## src/rtl/ztsram_pkg.sv

```systemverilog
package ztsram_pkg;
  localparam int ZT_ADDR_W = 4;
  localparam int ZT_LANES  = 4;
  localparam int ZT_LANE_W = 9;

  // Strobes handed from control to datapath for the current cycle
  typedef struct packed {
    logic adv;      // this edge advances state
    logic rdValid;  // current cycle is a read data cycle
    logic wrPhase;  // current cycle is a write data cycle
  } strobe_t;
endpackage

```

## src/rtl/ztsram_ctrl.sv

```systemverilog
module ztsram_ctrl
  import ztsram_pkg::*;
#(
  parameter int ADDR_W = ZT_ADDR_W,
  parameter int LANES  = ZT_LANES
) (
  input  logic              clk,
  input  logic              rstN,
  input  logic              clkEn,
  input  logic [ADDR_W-1:0] addrIn,
  input  logic              weIn,
  input  logic [LANES-1:0]  laneSelIn,
  input  logic              ce1N,
  input  logic              ce2,
  input  logic              ce3N,
  output strobe_t           stb,
  output logic [ADDR_W-1:0] cmdAddr,
  output logic [LANES-1:0]  cmdMask
);
  logic selNow;
  logic cmdValid;
  logic cmdWrite;

  assign selNow = ~ce1N & ce2 & ~ce3N;

  always_ff @(posedge clk or negedge rstN) begin
    if (!rstN) begin
      cmdValid <= 1'b0;
      cmdWrite <= 1'b0;
      cmdAddr  <= '0;
      cmdMask  <= '0;
    end else if (clkEn) begin
      cmdValid <= selNow;
      cmdWrite <= selNow & weIn;
      cmdAddr  <= addrIn;
      cmdMask  <= laneSelIn;
    end
  end

  always_comb begin
    stb.adv     = clkEn;
    stb.rdValid = cmdValid & ~cmdWrite;
    stb.wrPhase = cmdValid & cmdWrite;
  end
endmodule

```

## src/rtl/ztsram_dp.sv

```systemverilog
module ztsram_dp
  import ztsram_pkg::*;
#(
  parameter int ADDR_W = ZT_ADDR_W,
  parameter int LANES  = ZT_LANES,
  parameter int LANE_W = ZT_LANE_W
) (
  input  logic                      clk,
  input  logic                      rstN,
  input  strobe_t                   stb,
  input  logic [ADDR_W-1:0]         cmdAddr,
  input  logic [LANES-1:0]          cmdMask,
  input  logic [LANES*LANE_W-1:0]   dqIn,
  output logic [LANES*LANE_W-1:0]   rdData
);
  localparam int DEPTH  = 1 << ADDR_W;
  localparam int DATA_W = LANES * LANE_W;

  logic [DATA_W-1:0] mem [DEPTH];
  logic              pendValid;
  logic [ADDR_W-1:0] pendAddr;
  logic [LANES-1:0]  pendMask;
  logic [DATA_W-1:0] pendData;
  logic              captureWr;
  logic              pendHit;
  logic [DATA_W-1:0] arrWord;

  assign captureWr = stb.adv & stb.wrPhase;

  // Late-write slot: new write parks here, previous one retires to the array
  always_ff @(posedge clk or negedge rstN) begin
    if (!rstN) begin
      pendValid <= 1'b0;
      pendAddr  <= '0;
      pendMask  <= '0;
      pendData  <= '0;
    end else if (captureWr) begin
      pendValid <= 1'b1;
      pendAddr  <= cmdAddr;
      pendMask  <= cmdMask;
      pendData  <= dqIn;
    end
  end

  always_ff @(posedge clk) begin
    if (captureWr && pendValid) begin
      for (int l = 0; l < LANES; l++) begin
        if (pendMask[l]) mem[pendAddr][l*LANE_W +: LANE_W] <= pendData[l*LANE_W +: LANE_W];
      end
    end
  end

  assign arrWord = mem[cmdAddr];
  assign pendHit = pendValid && (pendAddr == cmdAddr);

  for (genvar g = 0; g < LANES; g++) begin : g_merge
    assign rdData[g*LANE_W +: LANE_W] = (pendHit && pendMask[g])
                                        ? pendData[g*LANE_W +: LANE_W]
                                        : arrWord[g*LANE_W +: LANE_W];
  end
endmodule

```

## src/rtl/ztsram.sv

```systemverilog
module ztsram
  import ztsram_pkg::*;
#(
  parameter int ADDR_W = ZT_ADDR_W,
  parameter int LANES  = ZT_LANES,
  parameter int LANE_W = ZT_LANE_W
) (
  input  logic                    clk,
  input  logic                    rstN,
  input  logic                    clkEn,
  input  logic [ADDR_W-1:0]       addr,
  input  logic                    weIn,
  input  logic [LANES-1:0]        laneSel,
  input  logic                    ce1N,
  input  logic                    ce2,
  input  logic                    ce3N,
  input  logic                    outEnN,
  input  logic [LANES*LANE_W-1:0] dqIn,
  output logic [LANES*LANE_W-1:0] dqOut,
  output logic                    dqOe
);
  strobe_t           stb;
  logic [ADDR_W-1:0] cmdAddr;
  logic [LANES-1:0]  cmdMask;

  ztsram_ctrl #(.ADDR_W(ADDR_W), .LANES(LANES)) u_ctrl (
    .clk(clk), .rstN(rstN), .clkEn(clkEn), .addrIn(addr), .weIn(weIn),
    .laneSelIn(laneSel), .ce1N(ce1N), .ce2(ce2), .ce3N(ce3N),
    .stb(stb), .cmdAddr(cmdAddr), .cmdMask(cmdMask)
  );

  ztsram_dp #(.ADDR_W(ADDR_W), .LANES(LANES), .LANE_W(LANE_W)) u_dp (
    .clk(clk), .rstN(rstN), .stb(stb), .cmdAddr(cmdAddr), .cmdMask(cmdMask),
    .dqIn(dqIn), .rdData(dqOut)
  );

  // Drivers on only in a read data cycle, gated level-sensitively by outEnN
  assign dqOe = stb.rdValid & ~outEnN;
endmodule

```

## config.mk

```make
export PLATFORM = sky130hd
export DESIGN_NAME = ztsram
export DESIGN_NICKNAME = d
export VERILOG_FILES = /design/src/rtl/ztsram_pkg.sv /design/src/rtl/ztsram_ctrl.sv /design/src/rtl/ztsram_dp.sv /design/src/rtl/ztsram.sv
export SDC_FILE = /design/constraint.sdc
export NUM_CORES = 1
export LEC_CHECK = 0
export ABC_AREA = 1
export BUFFER_PORTS_ARGS = -buffer_cell sky130_fd_sc_hd__buf_2
export CAP_MARGIN = 0
export CORE_ASPECT_RATIO = 1.75
export CORE_MARGIN = 4
export CORE_UTILIZATION = 55
export CTS_CLUSTER_DIAMETER = 80
export CTS_CLUSTER_SIZE = 24
export DETAILED_ROUTE_END_ITERATION = 8
export GPL_ROUTABILITY_DRIVEN = 0
export PLACE_DENSITY_LB_ADDON = 0.08
export RECOVER_POWER = 25
export SLEW_MARGIN = 20
export SYNTH_ARGS = -nofsm -noshare
export SYNTH_HDL_FRONTEND = slang
export SYNTH_SLANG_ARGS = --single-unit
export TNS_END_PERCENT = 20
```

## constraint.sdc

```tcl
create_clock -name clk -period 2.2 [get_ports clk]
set_clock_uncertainty 0.05 [all_clocks]
set_input_delay 0.11 -clock clk [delete_from_list [all_inputs] [get_ports clk]]
set_output_delay 0.11 -clock clk [all_outputs]
set_load 0.01 [all_outputs]
```

==> flow_metrics.py <==
metrics = {
    "outcome": {
        "status": "complete, but fails checks",
        "failed_checks": "negative setup slack",
    },
    "floorplanning": {
        "dieArea_um2": 53570,
        "chipHeight_um": 303.2,
        "row_count": 108,
        "coreArea_um2": 49460,
        "start_util_pct": 55.38,
        "io_pins": 89,
        "chipWidth_um": 176.7,
    },
    "timing": {
        "tightest_slew_ns": 0.8638,
        "relSlewSlack_pct": 42.42,
        "finalWorstSetupSlack_ns": -0.4176,
        "maxSlewViolCount": 0,
        "finalCriticalPeriod_ns": 2.618,
        "setup_viol": 36,
        "rsz0062_at_grt": "yes",
        "period_share_pct": 119.0,
        "fmax_mhz": 382.0,
        "hold_violations": 0,
    },
    "power": {
        "vdd_drop_max_mv": 0.9935,
        "p_leak_nw": 14.09,
        "report.power.total_mw": 23.48,
        "powerDensity_nw_per_um2": 730.5,
    },
    "clock_network": {
        "clk_latency_ns": 0.61,
        "cts_buffer_depth": 3,
        "htree_levels": 1,
        "cts_buffers": 30,
        "cts_sinks": 631,
        "cts_tree": "yes",
        "clkTransAtPathRegs_ns": 0.10,
        "cts_root_buf": "clkbuf_16",
    },
    "layout": {
        "nets": 2944,
        "finish.utilization_pct": 64.99,
        "drive_gt1_share_pct": 15.23,
        "antenna_cells": 0,
        "synthToLayoutAreaGrowth_pct": 17.36,
    },
    "global_routing": {
        "grt_pass1_wl_um": 103000,
        "gr-usage-all-layers_pct": 25.02,
        "grt_max_degree": 96,
        "antenna_found_initial": 0,
        "grt-ovfl-total": 0,
        "grt_pass1_vias": 18389,
    },
    "yosys": {
        "syn_nets": 2747,
        "yosysWarnings": 0,
        "synth_area_per_cell_um2": 10.16,
        "synth_area_um2": 27390,
        "synth_flop_cell": "edfxtp_1",
        "netlist_instances": 2695,
        "synth_cell_types": 18,
        "synth-async-reset-ratio_pct": 8.716,
        "synth.largest_area_cell": "edfxtp_1",
        "synth-seq-cells": 631,
        "synth_seq_area_share_pct": 68.18,
        "synthTopCellsByArea": "edfxtp_1 63%, nand2_1 12%, nand3_1 7.9%",
        "synth_edf_count": 576,
        "synth_top_area_share_pct": 63.15,
    },
    "route": {
        "num_vias": 19160,
        "wire_per_inst_um": 20.16,
        "drc": 0,
        "drtIter0Drc": 1732,
        "ant_nets": 0,
        "firstDrtPassIters": 6,
        "routed_via_density": 5.359,
        "routed_wl_um": 72060,
    },
    "placement": {
        "pre_cts_slack_ns": 0.03473,
        "numPortBuffers": 88,
        "dp_hpwl_um": 39260,
    },
    "setup_path": {
        "crit_type": "flip-flop to output port",
        "critPathLaunchType": "flip-flop",
        "worstPathArrival_ns": 2.46,
        "cp_max_fo": 8,
        "end_kind": "output port",
        "required_ns": 2.04,
    },
    "worst_hold_path": {
        "hold_class": "primary input to flip-flop",
    },
    "flow_run": {
        "cap_viol_max_count": 0,
    },
}
[per-layer routing]
metal | share of wire, % | global-route usage [%] | wire, um | vias to the layer above
met2 | 54 | 46.63 | 39070 | 657
met5 | 0 | 0 | 0 | -
met3 | 5.0 | 2.063 | 3585 | 140
met4 | 3.4 | 9.403 | 2426 | 0
met1 | 37 | 30.16 | 26980 | 9318
li1 | - | - | - | 9045
[worst max-delay path, stage by stage, from the launching register on]
cell	delay (ns)
dfrtp_4	0.59
buf_12	0.19
buf_16	0.16
clkbuf_16	0.18
nand2_1	0.09
nand3_1	0.12
nand3_2	0.10
nand3_2	0.07
nand2_2	0.08
nand2_1	0.04
nand2_1	0.08
buf_2	0.13
[where the power goes]
group / leakage (nW) / switching [mW] / internal (mW)
sequential: 6.00 / 0.580 / 13.5
clock: 0.419 / 3.60 / 2.69
combinational: 7.68 / 1.85 / 1.23
total: 14.1 / 6.03 / 17.5
[cells by family after synthesis]
family,after synthesis,share of synthesized area [%]
and+or+nand+nor,1422,21.64
DFF,631,68.18
buffers and inverters,586,8.333
muxes,36,1.480
AOI/OAI and AO/OA,20,0.3746
[what timing repair did]
action,CTS,global route
hold endpoints to repair,101,0
endpoints found under the setup margin,36,302
gates cloned,4,26
pin swaps,3,69
hold buffers,65,0
buffers inserted,3,10
gates resized for setup,19,193
[flip-flops by register name (all words and copies together), names as in the netlist]
register / cells
u_dp.mem: 576
u_dp.pendData: 36
u_ctrl.cmdAddr: 4
u_ctrl.cmdMask: 4
u_dp.pendAddr: 4
u_dp.pendMask: 4
u_ctrl.cmdValid: 1
u_ctrl.cmdWrite: 1
u_dp.pendValid: 1
[worst paths after layout]
check                                         end  slack (ns)  cells past startpoint              start
worst min register to register     u_dp.pendValid        0.51                      2     u_dp.pendValid
worst min-delay path            u_ctrl.cmdAddr[0]        0.13                      3              clkEn
min in group asynchronous        u_dp.pendData[7]        0.56                      3               rstN
worst max register to register     u_dp.mem[6][4]        0.08                      5    u_ctrl.cmdWrite
worst max-delay path                    dqOut[31]       -0.42                     11  u_ctrl.cmdAddr[0]
max in group asynchronous       u_ctrl.cmdAddr[2]        0.73                      3               rstN
[cell usage in the layout (no fill, tap or decap)]
| cell | n |
|---|---|
| o22ai_1 | 2 |
| inv_8 | 1 |
| mux2_2 | 36 |
| inv_4 | 1 |
| clkbuf_1 | 27 |
| clkinv_2 | 3 |
| nand3_4 | 4 |
| edfxtp_1 | 576 |
| inv_16 | 1 |
| clkinv_16 | 1 |
| inv_1 | 446 |
| buf_2 | 78 |
| nand2_2 | 61 |
| dfrtp_4 | 3 |
| inv_2 | 2 |
| nor3_1 | 1 |
| nor3_4 | 1 |
| buf_8 | 6 |
| buf_6 | 20 |
| clkinv_4 | 4 |
| nor2_1 | 72 |
| clkbuf_2 | 1 |
| buf_16 | 12 |
| nand3_2 | 65 |
| nand3_1 | 370 |
| buf_12 | 18 |
| clkbuf_16 | 46 |
| nand2_1 | 844 |
| dfrtp_2 | 1 |
| nand2_4 | 4 |
| o21ai_0 | 18 |
| buf_4 | 74 |
| dfrtp_1 | 51 |
| clkinv_8 | 1 |
| dlygate4sd3_1 | 64 |
[final cells by class]
| type | count | area [um2] |
|---|---|---|
| fillers | 3805 | 17310 |
| clock buffers | 54 | 862.1 |
| repair inverters | 4 | 32.53 |
| flip-flops and latches | 631 | 18690 |
| repair buffers | 292 | 2988 |
| multi-input cells | 1478 | 6967 |
| inverters | 455 | 1763 |
| clock inverters | 1 | 20.02 |
| well taps | 660 | 825.8 |
[Yosys cell counts (2+ instances only)]
master,instances
clkbuf_1,54
inv_1,450
dfrtp_1,55
nor2_1,72
edfxtp_1,576
o22ai_1,2
buf_2,56
buf_1,20
o21ai_0,18
mux2_2,36
nand3_1,434
clkinv_2,4
nand2_1,909
nand3_2,5
[per-stage QoR]
stage | setup TNS, ns | cell area [um2] | instances | hold WS (ns)
finish | -11.61 | 32140 | 3575 | 0.1250
global route | -15.67 | 32140 | 3575 | 0.07722
CTS | -13.40 | 30830 | 3539 | 0.05721
detailed placement | 0 | 29070 | 3412 | 0.05930
global placement | 0 | 29070 | 3412 | 0.06075
floorplan | 0 | 27390 | 2695 | -0.2356
Power figures use the tool's default switching activity.
